--- src/rtl/flash_cmd_seq.sv ---
module flash_cmd_seq #(
  parameter int W          = 16,
  parameter int PROT_LO    = 'h7000,
  parameter int PROT_HI    = 'h7FFF,
  parameter int ERASE_TAIL = 4
) (
  input  logic         clk,
  input  logic         rst_n,
  input  logic         special_mode,
  input  logic         stop_req,
  input  logic         reg_wr,
  input  logic [1:0]   reg_sel,
  input  logic [W-1:0] reg_wdata,
  output logic [W-1:0] reg_rdata,
  output logic         flash_start,
  output logic [7:0]   flash_cmd,
  output logic [W-1:0] flash_addr,
  output logic [W-1:0] flash_wdata,
  input  logic         flash_done
);
  localparam logic [1:0] SEL_STAT = 2'd0, SEL_CMD = 2'd1, SEL_ADDR = 2'd2, SEL_DATA = 2'd3;
  localparam int CW = $clog2(ERASE_TAIL + 2);

  function automatic logic known_cmd(input logic [7:0] c);
    return c == 8'h05 || c == 8'h20 || c == 8'h40 || c == 8'h41;
  endfunction

  logic [7:0]   cmd_q, pend_cmd;
  logic [W-1:0] addr_q, data_q, pend_addr, pend_data;
  logic         pend_v, act_busy, act_tail, act_erase;
  logic [CW-1:0] tail_cnt;
  logic         pviol_q, accerr_q, cmpl_q;

  wire wr_stat    = reg_wr && reg_sel == SEL_STAT;
  wire wr_cmd     = reg_wr && reg_sel == SEL_CMD;
  wire launch_req = wr_stat && reg_wdata[3];
  wire in_prot    = addr_q >= W'(PROT_LO) && addr_q <= W'(PROT_HI);
  wire seq_err    = launch_req && (pend_v || pviol_q || accerr_q || !known_cmd(cmd_q) || addr_q[0]);
  wire prot_err   = launch_req && !seq_err && in_prot;
  wire accept     = launch_req && !seq_err && !in_prot;
  wire move       = pend_v && !act_busy;
  wire cmd_bad    = wr_cmd && !known_cmd(reg_wdata[7:0]);
  wire stop_err   = stop_req && act_busy;

  always_ff @(posedge clk or negedge rst_n) begin
    if (!rst_n) begin
      cmd_q  <= '0;
      addr_q <= '0;
      data_q <= '0;
    end else begin
      if (wr_cmd && !cmd_bad) cmd_q <= reg_wdata[7:0];
      if (reg_wr && reg_sel == SEL_ADDR && special_mode) addr_q <= {1'b0, reg_wdata[W-2:0]};
      if (reg_wr && reg_sel == SEL_DATA && special_mode) data_q <= reg_wdata;
    end
  end

  always_ff @(posedge clk or negedge rst_n) begin
    if (!rst_n) begin
      pend_v    <= 1'b0;
      pend_cmd  <= '0;
      pend_addr <= '0;
      pend_data <= '0;
    end else if (accept) begin
      pend_v    <= 1'b1;
      pend_cmd  <= cmd_q;
      pend_addr <= addr_q;
      pend_data <= data_q;
    end else if (move) begin
      pend_v    <= 1'b0;
    end
  end

  always_ff @(posedge clk or negedge rst_n) begin
    if (!rst_n) begin
      act_busy    <= 1'b0;
      act_tail    <= 1'b0;
      act_erase   <= 1'b0;
      tail_cnt    <= '0;
      flash_start <= 1'b0;
      flash_cmd   <= '0;
      flash_addr  <= '0;
      flash_wdata <= '0;
    end else begin
      flash_start <= move;
      if (move) begin
        act_busy    <= 1'b1;
        act_tail    <= 1'b0;
        act_erase   <= pend_cmd != 8'h20;
        flash_cmd   <= pend_cmd;
        flash_addr  <= pend_addr;
        flash_wdata <= pend_data;
      end else if (act_tail) begin
        tail_cnt <= tail_cnt - 1'b1;
        if (tail_cnt == CW'(1)) begin
          act_tail <= 1'b0;
          act_busy <= 1'b0;
        end
      end else if (act_busy && flash_done) begin
        if (act_erase && ERASE_TAIL != 0) begin
          act_tail <= 1'b1;
          tail_cnt <= CW'(ERASE_TAIL);
        end else begin
          act_busy <= 1'b0;
        end
      end
    end
  end

  always_ff @(posedge clk or negedge rst_n) begin
    if (!rst_n) begin
      pviol_q  <= 1'b0;
      accerr_q <= 1'b0;
      cmpl_q   <= 1'b1;
    end else begin
      if (prot_err) pviol_q <= 1'b1;
      else if (wr_stat && reg_wdata[1]) pviol_q <= 1'b0;
      if (seq_err || cmd_bad || stop_err) accerr_q <= 1'b1;
      else if (wr_stat && reg_wdata[0]) accerr_q <= 1'b0;
      if (accept) cmpl_q <= 1'b0;
      else if (!pend_v && !act_busy) cmpl_q <= 1'b1;
    end
  end

  always_comb begin
    case (reg_sel)
      SEL_STAT: reg_rdata = {{(W-4){1'b0}}, ~pend_v, cmpl_q, pviol_q, accerr_q};
      SEL_CMD:  reg_rdata = {{(W-8){1'b0}}, cmd_q};
      SEL_ADDR: reg_rdata = special_mode ? addr_q : '0;
      default:  reg_rdata = special_mode ? data_q : '0;
    endcase
  end
endmodule


--- config.mk ---
export PLATFORM = sky130hd
export DESIGN_NAME = flash_cmd_seq
export DESIGN_NICKNAME = d
export VERILOG_FILES = /design/src/rtl/flash_cmd_seq.sv
export SDC_FILE = /design/constraint.sdc
export NUM_CORES = 1
export LEC_CHECK = 0
export BUFFER_PORTS_ARGS = -buffer_cell sky130_fd_sc_hd__buf_4
export CAP_MARGIN = 5
export CELL_PAD_IN_SITES_DETAIL_PLACEMENT = 0
export CELL_PAD_IN_SITES_GLOBAL_PLACEMENT = 2
export CORE_ASPECT_RATIO = 0.7
export CORE_MARGIN = 10
export CORE_UTILIZATION = 41
export DETAILED_ROUTE_END_ITERATION = 7
export PLACE_DENSITY = 0.95
export SYNTH_ARGS = -nofsm -noshare
export SYNTH_HDL_FRONTEND = slang
export SYNTH_SLANG_ARGS = --single-unit
--- constraint.sdc ---
create_clock -name clk -period 4.7 [get_ports clk]
set_clock_uncertainty 0.15 [all_clocks]
set_input_delay 0.94 -clock clk [delete_from_list [all_inputs] [get_ports clk]]
set_output_delay 0.94 -clock clk [all_outputs]
set_load 0.05 [all_outputs]
Word-level counts from Yosys, hierarchy flattened
Cells that the tools add are included.
{"block": "word_totals", "wordCells": 111, "ff_bits": 128}
{"block": "classes", "n_addsub": 1, "n_eq_ne": 15, "bitwise": 2, "magnitude_cmp": 2, "reduce_logical": 49, "mux": 24}
{"operator": "$pmux W16 S3", "count": 1}
{"operator": "$eq A8 B7 Y1 const B", "count": 4}
{"operator": "$logic_and A1 B1 Y1", "count": 20}
{"operator": "$mux W1", "count": 18}
{"operator": "$eq A8 B3 Y1 const B", "count": 2}
{"operator": "$eq A8 B6 Y1 const B", "count": 2}
{"operator": "$mux W16", "count": 1}
{"operator": "$ge A15 B15 Y1 const B", "count": 1}
{"operator": "$le A15 B15 Y1 const B", "count": 1}
{"operator": "$mux W15", "count": 1}
{"operator": "$logic_or A1 B1 Y1", "count": 12}
{"operator": "$reduce_bool A2 Y1", "count": 6}
{"operator": "$mux W3", "count": 3}
{"operator": "$ne A8 B6 Y1 const B", "count": 1}
{"operator": "$logic_not A1 Y1", "count": 7}
{"operator": "$reduce_and A3 Y1", "count": 2}
{"operator": "$eq A2 B2 Y1 const B", "count": 2}
{"operator": "$eq A3 B1 Y1 const B", "count": 1}
{"operator": "$ne A3 B1 Y1 const B", "count": 1}
{"operator": "$ne A3 B2 Y1 const B", "count": 1}
{"operator": "$reduce_bool A3 Y1", "count": 1}
{"operator": "$sub A3 B1 Y3 const B", "count": 1}
{"operator": "$eq A2 B1 Y1 const B", "count": 1}
{"operator": "$logic_not A2 Y1", "count": 1}
{"operator": "$not A1 Y1", "count": 2}

Logic depth before layout (Yosys ltp)
Gate-level depths: netlist of run 1.
{"block": "logic_depth", "word_depth": 12, "ltp_mapped": 7, "ltp_nobuf": 5}

Worst setup path before layout of run 1
OpenSTA, ideal clock, no wires.
{"block": "synth_timing", "path_kind": "input to output", "startpoint": "in reg_sel[0]", "endpoint": "out reg_rdata[4]", "t_required_ns": 3.610, "arrival_time_ns": 2.801, "slack_ns": 0.809, "cell_stages": 4, "path_cell_list": "clkbuf_1 > clkbuf_1 > mux2i_1 > o21ai_0"}
{"block": "synth_via", "elab_chain_len": 2, "word_cells_on_any_way": 4, "classes_between": "eq/ne (2); mux (1); reduce/logical (1)"}
{"item": "start, declared", "line": "12", "text": "input logic [1:0] reg_sel,"}
{"item": "$eq A2 B2 Y1 (tied with other cells)", "line": "125", "text": "case (reg_sel)"}
{"item": "$pmux W16 S3 (*)", "line": "125"}
{"item": "end, declared", "line": "14", "text": "output logic [W-1:0] reg_rdata,"}
Every way passes the cells marked *; elsewhere a longest branch is shown, timed or not.

Worst setup path in the final report of run 1
{"block": "layout_timing", "startpoint": "in reg_sel[0]", "endpoint": "out reg_rdata[7]"}
Same word-level chain as after synthesis.

==> results.sh, run 1 <==
export IMPL_grt_setup_unrepaired="no"
export IMPL_grtUsageTotal=0.149
export IMPL_synth_nets=477
export IMPL_drt_iter0_markers=253
export IMPL_drcViolationCount=0
export IMPL_synth_most_common_cell="nand2_1"
export IMPL_setup_violations=0
export IMPL_firstDrtPassIters=4
export IMPL_antenna_cells=0
export IMPL_area_growth_pct=25.3
export IMPL_clock_path_buffers=2
export IMPL_die_x_um=157
export IMPL_vias=3618
export IMPL_initial_core_util=0.425
export IMPL_synth_cells=451
export IMPL_wl_per_cell_um=18.3
export IMPL_synth_area_leaders="dfrtp_1, nand2_1, mux2_4"
export IMPL_clkSinkCount=128
export IMPL_synthFlopType="dfrtp_1"
export IMPL_grt_pass1_vias=3862
export IMPL_status="finished, final reports clean"
export IMPL_cts_tree="done"
export IMPL_die_h_um=116
export IMPL_place_hpwl_um=9100
export IMPL_grt_max_degree=54
export IMPL_post_cts_setup_buffers=0
export IMPL_wl_um=13000
export IMPL_crit_arrival_ns=2.12
export IMPL_fin_hold_ws_ns=0.317
export IMPL_worst_pin_slew_ns=1.07
export IMPL_period_minus_slack_ns=3.21
export IMPL_power_density_nw_per_um2=427
export IMPL_r2r_slack_ns=2.03
export IMPL_post_cts_resize_count=0
export IMPL_core_area_um2=12600
export IMPL_maxSlewHeadroom=0.284
export IMPL_p_leak_uw=0.00350
export IMPL_grt_pass1_wl_um=21100
export IMPL_htree_levels=4
export IMPL_maxSlewViolCount=0
export IMPL_hold_viol=0
export IMPL_antenna_found_initial=0
export IMPL_nets=558
export IMPL_clock_latency_ns=0.41
export IMPL_synth_edf_count=0
export IMPL_cts_buffers_inserted=17
export IMPL_hold_path_class="reg2reg"
export IMPL_postLayoutCellArea_um2=6730
export IMPL_max_cap_violations=0
export IMPL_cts_root_buf="clkbuf_16"
export IMPL_yosys_warnings=0
export IMPL_cp_max_fo=24
export IMPL_gr_total_overflow=0
export IMPL_finalSetupTns_ns=0
export IMPL_postLayoutCoreUtil=0.533
export IMPL_io_pins=81
export IMPL_start_kind="primary input"
export IMPL_synth_top_area_cell="dfrtp_1"
export IMPL_required_ns=3.61
export IMPL_fin_cells=707
export IMPL_dieArea_um2=18200
export IMPL_async_flop_share=1.00
export IMPL_path_clk_slew_ns=0.06
export IMPL_port_buffers=79
export IMPL_ant_nets=0
export IMPL_synth_top_area_frac=0.591
export IMPL_routabilityCongestion=0.811
export IMPL_hold_buffers=0
export IMPL_period_share=0.683
export IMPL_routed_via_density=5.12
export IMPL_post_place_cells=675
export IMPL_netlist_area_um2=5370
export IMPL_critPathKind="in2out"
export IMPL_ys_ff_latch=128
export IMPL_fmax_mhz=311
export IMPL_synth_avg_cell_area_um2=11.9
export IMPL_ys_seq_area_frac=0.596
export IMPL_placed_area_um2=6080
export IMPL_drive_gt1_frac=0.336
export IMPL_ir_drop_mv=0.220
export IMPL_rows=34
export IMPL_synth_cell_types=42
export IMPL_synth_top_cells_by_count="nand2_1, dfrtp_1, mux2_2"
export IMPL_end_kind="output port"
-- sequential cells by signal, indices dropped and copies added, names as in the netlist, 3 cells and up --
name,count
flash_addr,15
addr_q,15
cmd_q,8
data_q,16
flash_wdata,16
pend_data,16
pend_addr,15
pend_cmd,8
tail_cnt,3
flash_cmd,8
-- cell families after synthesis --
group | count (synthesis) | synth area share
AO/OA/AOI/OAI | 27 | 0.0326
other | 1 | 0.000698
AND/OR/NAND/NOR | 181 | 0.146
adder cells (fa/ha/maj) | 2 | 0.00466
multiplexers | 83 | 0.190
flip-flops | 128 | 0.596
buffers and inverters | 29 | 0.0293
-- final timing paths --
check                              from              to  cells past startpoint
max in group asynchronous         rst_n          cmpl_q                      2
min in group asynchronous         rst_n    flash_cmd[4]                      1
hold / removal             pend_data[5]  flash_wdata[5]                      2
setup / recovery             reg_sel[0]    reg_rdata[7]                      5
setup reg to reg                 pend_v   pend_data[11]                      5
hold reg to reg            pend_data[5]  flash_wdata[5]                      2
-- placed cells by master (no fill, tap or decap), drive strengths merged --
master / count
nor4bb: 2
nand2b: 1
conb: 1
nor3b: 4
nor4: 4
a31oi: 1
mux2: 64
o21bai: 1
o31ai: 1
o22ai: 4
o2111ai: 1
nor2b: 7
nor3: 1
o22a: 3
a21o: 1
inv: 6
clkbuf: 20
a22oi: 1
and3: 1
and2: 5
a21oi: 1
ha: 2
nand3: 3
a32oi: 1
bufinv: 4
dfrtp: 127
nor2: 14
dfstp: 1
nor4b: 3
o21ai: 11
clkinvlp: 1
buf: 85
nand4: 1
nand4b: 2
mux2i: 19
o311a: 1
clkinv: 7
nand2: 133
-- worst max-delay path, stage by stage --
cell and delay (ns):
buf_4 0.34, nor2b_1 0.41, nand2_1 0.09, o21ai_0 0.09
buf_4 0.24
-- power by group --
group,internal (uW),switching [uW],total (uW)
clock,933,484,1420
sequential,1170,57.6,1220
combinational,101,130,231
total,2200,672,2870
-- cell type report --
type,instances,area (um^2)
Fill cell,1077,5900
Sequential cell,128,3200
Multi-Input combinational cell,294,2020
Timing Repair Buffer,85,638
Clock buffer,20,467
Tap cell,162,203
Clock inverter,12,181
Inverter,6,22.5
-- stage by stage --
step                total power (uW)  setup WS (ns)
floorplan                       1370          0.809
global placement                1470           1.47
detailed placement              1480           1.35
CTS                             2900           1.45
global route                    2990           1.36
finish                          2870           1.49
-- metal layers --
layer / global-route usage / vias up / wire (um)
li1: - / 1679 / -
met1: 0.202 / 1838 / 6150
met2: 0.219 / 95 / 5780
met3: 0.0589 / 6 / 983
met4: 0.0351 / 0 / 63
met5: 0 / - / 0
No activity file was read; power rests on OpenSTA's default activity.
==> run 2: changes to the inputs <==
Settings changed: CORE_UTILIZATION 41 to 38, PLACE_DENSITY 0.95 to 0.91.
Clock period 4.7 ns to 3.3 ns, I/O delays scaled along.
==> results.sh, run 2 (same netlist as run 1, synthesis figures left out) <==
export IMPL_end_kind="output port"
export IMPL_multi_input_area_um2=2020
export IMPL_finalSetupTns_ns=0
export IMPL_grtUsageTotal=0.140
export IMPL_crit_buf_inv=2
export IMPL_die_h_um=119
export IMPL_wl_um=13000
export IMPL_gr_total_overflow=0
export IMPL_regArea_um2=3200
export IMPL_cts_buffers_inserted=17
export IMPL_drive_gt1_frac=0.338
export IMPL_placed_area_um2=6150
export IMPL_place_hpwl_um=8940
export IMPL_ff2ff_path_depth=5
export IMPL_final_cell_mix="nand2_1, dfrtp_1, buf_4, mux2_2, mux2_4"
export IMPL_core_area_um2=13900
export IMPL_cts_tree="done"
export IMPL_fmax_mhz=365
export IMPL_hold_viol=0
export IMPL_fillers=1288
export IMPL_grt_pass1_vias=3953
export IMPL_firstDrtPassIters=4
export IMPL_p_leak_uw=0.00352
export IMPL_cp_common_cell="buf_4"
export IMPL_ant_nets=0
export IMPL_post_cts_resize_count=0
export IMPL_timing_rr_start="cmd_q[4]"
export IMPL_crit_chain="buf_4, nand2_1, o22ai_1, buf_4"
export IMPL_drcViolationCount=0
export IMPL_start_kind="primary input"
export IMPL_dieArea_um2=19400
export IMPL_rows=36
export IMPL_post_place_cells=705
export IMPL_setup_violations=0
export IMPL_area_growth_pct=26.9
export IMPL_critPathKind="in2out"
export IMPL_htree_levels=4
export IMPL_status="finished, final reports clean"
export IMPL_cts_root_buf="clkbuf_16"
export IMPL_postLayoutCellArea_um2=6820
export IMPL_hold_buffers=0
export IMPL_initial_core_util=0.387
export IMPL_reg_largest_list="data_q (16), flash_wdata (16), pend_data (16)"
export IMPL_ir_drop_mv=0.349
export IMPL_crit_arrival_ns=1.93
export IMPL_drt_iter0_markers=175
export IMPL_maxSlewViolCount=0
export IMPL_routed_via_density=4.89
export IMPL_period_minus_slack_ns=2.74
export IMPL_cp_slowest_cell="o22ai_1"
export IMPL_postLayoutCoreUtil=0.492
export IMPL_max_cap_violations=0
export IMPL_power_density_nw_per_um2=616
export IMPL_path_clk_slew_ns=0.06
export IMPL_max_stage_delay_ns=0.44
export IMPL_wl_per_cell_um=17.6
export IMPL_grt_max_degree=54
export IMPL_period_share=0.830
export IMPL_fin_hold_ws_ns=0.140
export IMPL_grt_setup_unrepaired="no"
export IMPL_nets=560
export IMPL_required_ns=2.49
export IMPL_vias=3603
export IMPL_die_x_um=162
export IMPL_antenna_found_initial=0
export IMPL_cp_top_family="compound AO/OA/AOI/OAI gates"
export IMPL_port_buffers=79
export IMPL_worst_pin_slew_ns=0.714
export IMPL_clock_latency_ns=0.41
export IMPL_r2r_slack_ns=0.99
export IMPL_routabilityCongestion=0.869
export IMPL_maxSlewHeadroom=0.524
export IMPL_grt_pass1_wl_um=21600
export IMPL_fin_cells=737
export IMPL_clkSinkCount=128
export IMPL_io_pins=81
export IMPL_post_cts_setup_buffers=0
export IMPL_antenna_cells=0
export IMPL_cp_max_fo=16
export IMPL_hold_path_class="in2async"
export IMPL_clock_path_buffers=2
export IMPL_final_common_cell="nand2_1"
export IMPL_worstReg2RegEnd="pend_data[0]"
==> run 2: cell types whose count changed in the layout (fill, tap and decap cells not counted), sizes merged <==
cell,previous run,this run
buf,85,87
bufinv,4,6
clkbuf,20,18
clkinv,7,6
clkinvlp,1,2
==> run 2: worst max path at each step <==
stage                     startpoint            to  slack, ns  depth (start not counted)
after global routing      reg_sel[0]  reg_rdata[7]       0.52                          5
after floorplan           reg_sel[0]  reg_rdata[0]       0.27                          4
final                     reg_sel[1]  reg_rdata[3]       0.56                          4
after CTS                 reg_sel[1]  reg_rdata[2]       0.64                          4
after global placement    reg_sel[1]  reg_rdata[2]       0.62                          4
after detailed placement  reg_sel[0]  pend_data[0]       0.55                          6
==> run 2: area by class of cell <==
type	instances	share of cell area
clock buffers	18	0.0644
clock inverters	14	0.0347
inverters	6	0.00330
multi-input cells	294	0.295
flip-flops and latches	128	0.470
well taps	190	0.0348
repair buffers	87	0.0976
==> run 2: through the flow <==
| step | worst slack, ns | power [uW] |
|---|---|---|
| 6_report | 0.561 | 4200 |
| 5_1_grt | 0.523 | 4360 |
| 4_1_cts | 0.639 | 4240 |
| 3_5_place_dp | 0.552 | 2100 |
| 3_3_place_gp | 0.625 | 2090 |
| 2_1_floorplan | 0.268 | 1950 |
==> run 2: metal layers <==
metal | up-vias | share of wire | track usage
li1 | 1679 | - | -
met1 | 1805 | 0.50 | 0.195
met2 | 108 | 0.42 | 0.197
met3 | 11 | 0.071 | 0.0523
met4 | 0 | 0.0095 | 0.0408
met5 | - | 0 | 0
==> run 2: report_power, final <==
| group | leakage, uW | switching, uW | internal, uW |
|---|---|---|---|
| combinational | 0.00148 | 189 | 146 |
| sequential | 0.00171 | 80.8 | 1660 |
| clock | 0.000326 | 691 | 1440 |
==> run 2: worst reg2reg max path: cells and delay by family (launching register included) <==
kind	cells	cell delay, ns
mux	1	0.38
compound gates	1	0.28
simple gates	2	0.57
flops	1	0.42
buf+inv	1	0.40
==> run 3: changes to the inputs <==
Clock period 3.3 ns to 2.83 ns, I/O delays scaled along.
==> results.sh, run 3 (same netlist as run 1, synthesis figures left out) <==
export IMPL_status="finished, final reports clean"
export IMPL_postLayoutCoreUtil=0.491
export IMPL_gr_total_overflow=0
export IMPL_ff2ff_path_depth=5
export IMPL_ir_drop_mv=0.431
export IMPL_worst_pin_slew_ns=0.689
export IMPL_post_cts_resize_count=0
export IMPL_total_power_uw=4570
export IMPL_timing_rr_start="cmd_q[6]"
export IMPL_cts_buffers_inserted=17
export IMPL_wl_um=13300
export IMPL_routabilityCongestion=0.855
export IMPL_routed_via_density=4.87
export IMPL_required_ns=2.11
export IMPL_ant_nets=0
export IMPL_die_x_um=162
export IMPL_r2r_slack_ns=0.57
export IMPL_maxSlewHeadroom=0.541
export IMPL_cts_root_buf="clkbuf_16"
export IMPL_max_cap_violations=0
export IMPL_grt_max_degree=45
export IMPL_final_cell_mix="nand2_1, dfrtp_1, buf_4, mux2_2, mux2_4"
export IMPL_port_buffers=79
export IMPL_period_share=0.845
export IMPL_clock_latency_ns=0.41
export IMPL_post_cts_setup_buffers=0
export IMPL_p_leak_uw=0.00351
export IMPL_nets=565
export IMPL_initial_core_util=0.387
export IMPL_antenna_found_initial=0
export IMPL_drt_iter0_markers=228
export IMPL_grtUsageTotal=0.141
export IMPL_cts_tree="done"
export IMPL_grt_pass1_wl_um=21800
export IMPL_wl_per_cell_um=17.9
export IMPL_critPathCapture="reg_rdata[6]"
export IMPL_period_minus_slack_ns=2.39
export IMPL_dieArea_um2=19400
export IMPL_rows=36
export IMPL_drive_gt1_frac=0.348
export IMPL_hold_viol=0
export IMPL_clock_path_buffers=2
export IMPL_path_clk_slew_ns=0.06
export IMPL_place_hpwl_um=9350
export IMPL_start_kind="primary input"
export IMPL_grt_setup_unrepaired="no"
export IMPL_worstSetupStartpoint="reg_sel[0]"
export IMPL_setup_violations=0
export IMPL_final_common_cell="nand2_1"
export IMPL_worstReg2RegEnd="pend_data[0]"
export IMPL_clkSinkCount=128
export IMPL_critPathKind="in2out"
export IMPL_finalSetupTns_ns=0
export IMPL_grt_pass1_vias=3913
export IMPL_core_area_um2=13900
export IMPL_io_pins=81
export IMPL_hold_buffers=0
export IMPL_area_growth_pct=26.7
export IMPL_cp_max_fo=24
export IMPL_htree_levels=4
export IMPL_maxSlewViolCount=0
export IMPL_crit_arrival_ns=1.68
export IMPL_die_h_um=119
export IMPL_hold_path_class="in2async"
export IMPL_fmax_mhz=418
export IMPL_reg_largest_list="data_q (16), flash_wdata (16), pend_data (16)"
export IMPL_end_kind="output port"
export IMPL_power_density_nw_per_um2=672
export IMPL_firstDrtPassIters=4
export IMPL_drcViolationCount=0
export IMPL_antenna_cells=0
export IMPL_vias=3611
==> run 3: final cells by class <==
| cell class | count | area [um^2] |
|---|---|---|
| inverter | 6 | 22.5 |
| fill | 1276 | 7070 |
| tap | 190 | 238 |
| multi-input combinational | 294 | 2030 |
| clock inverter | 11 | 105 |
| timing repair buffer | 92 | 728 |
| sequential | 128 | 3200 |
| clock buffer | 21 | 480 |
==> run 3: worst max-delay path: stages <==
cell     delay, ns
buf_4         0.34
nor2b_1       0.37
nand2_1       0.10
o21ai_1       0.08
buf_4         0.22
==> run 3: worst min path at each step <==
stage / start / endpoint / slack, ns / cells after the start
after detailed placement: pend_addr[0] / flash_addr[0] / 0.31 / 2
after CTS: rst_n / flash_cmd[1] / 0.02 / 1
final: rst_n / flash_cmd[1] / 0.008 / 1
after global routing: rst_n / flash_cmd[1] / 0.05 / 1
after floorplan: rst_n / accerr_q / 0.12 / 0
after global placement: pend_addr[12] / flash_addr[12] / 0.30 / 2
==> run 3: metal layers <==
metal | track usage | part of all wire | routed length [um] | vias up
met5 | 0 | 0 | 0 | -
met4 | 0.0482 | 0.013 | 176 | 0
met3 | 0.0454 | 0.061 | 804 | 14
met2 | 0.204 | 0.42 | 5600 | 88
met1 | 0.196 | 0.50 | 6690 | 1818
li1 | - | - | - | 1691
==> run 3: power by group <==
group / leakage, uW / total (uW) / switching (uW) / internal [uW]
clock network: 0.000278 / 2130 / 827 / 1310
logic: 0.00152 / 403 / 225 / 178
registers: 0.00171 / 2040 / 99.6 / 1940
total: 0.00351 / 4570 / 1150 / 3420
==> run 3: per-stage QoR <==
| step | cells | instance area (um^2) | hold slack, ns | setup WS [ns] |
|---|---|---|---|---|
| floorplan | 451 | 5390 | 0.120 | 0.000880 |
| global placement | 710 | 6220 | 0.302 | 0.435 |
| detailed placement | 710 | 6220 | 0.306 | 0.415 |
| finish | 742 | 6810 | 0.00789 | 0.437 |
| CTS | 742 | 6810 | 0.0219 | 0.432 |
| global route | 742 | 6810 | 0.0474 | 0.280 |
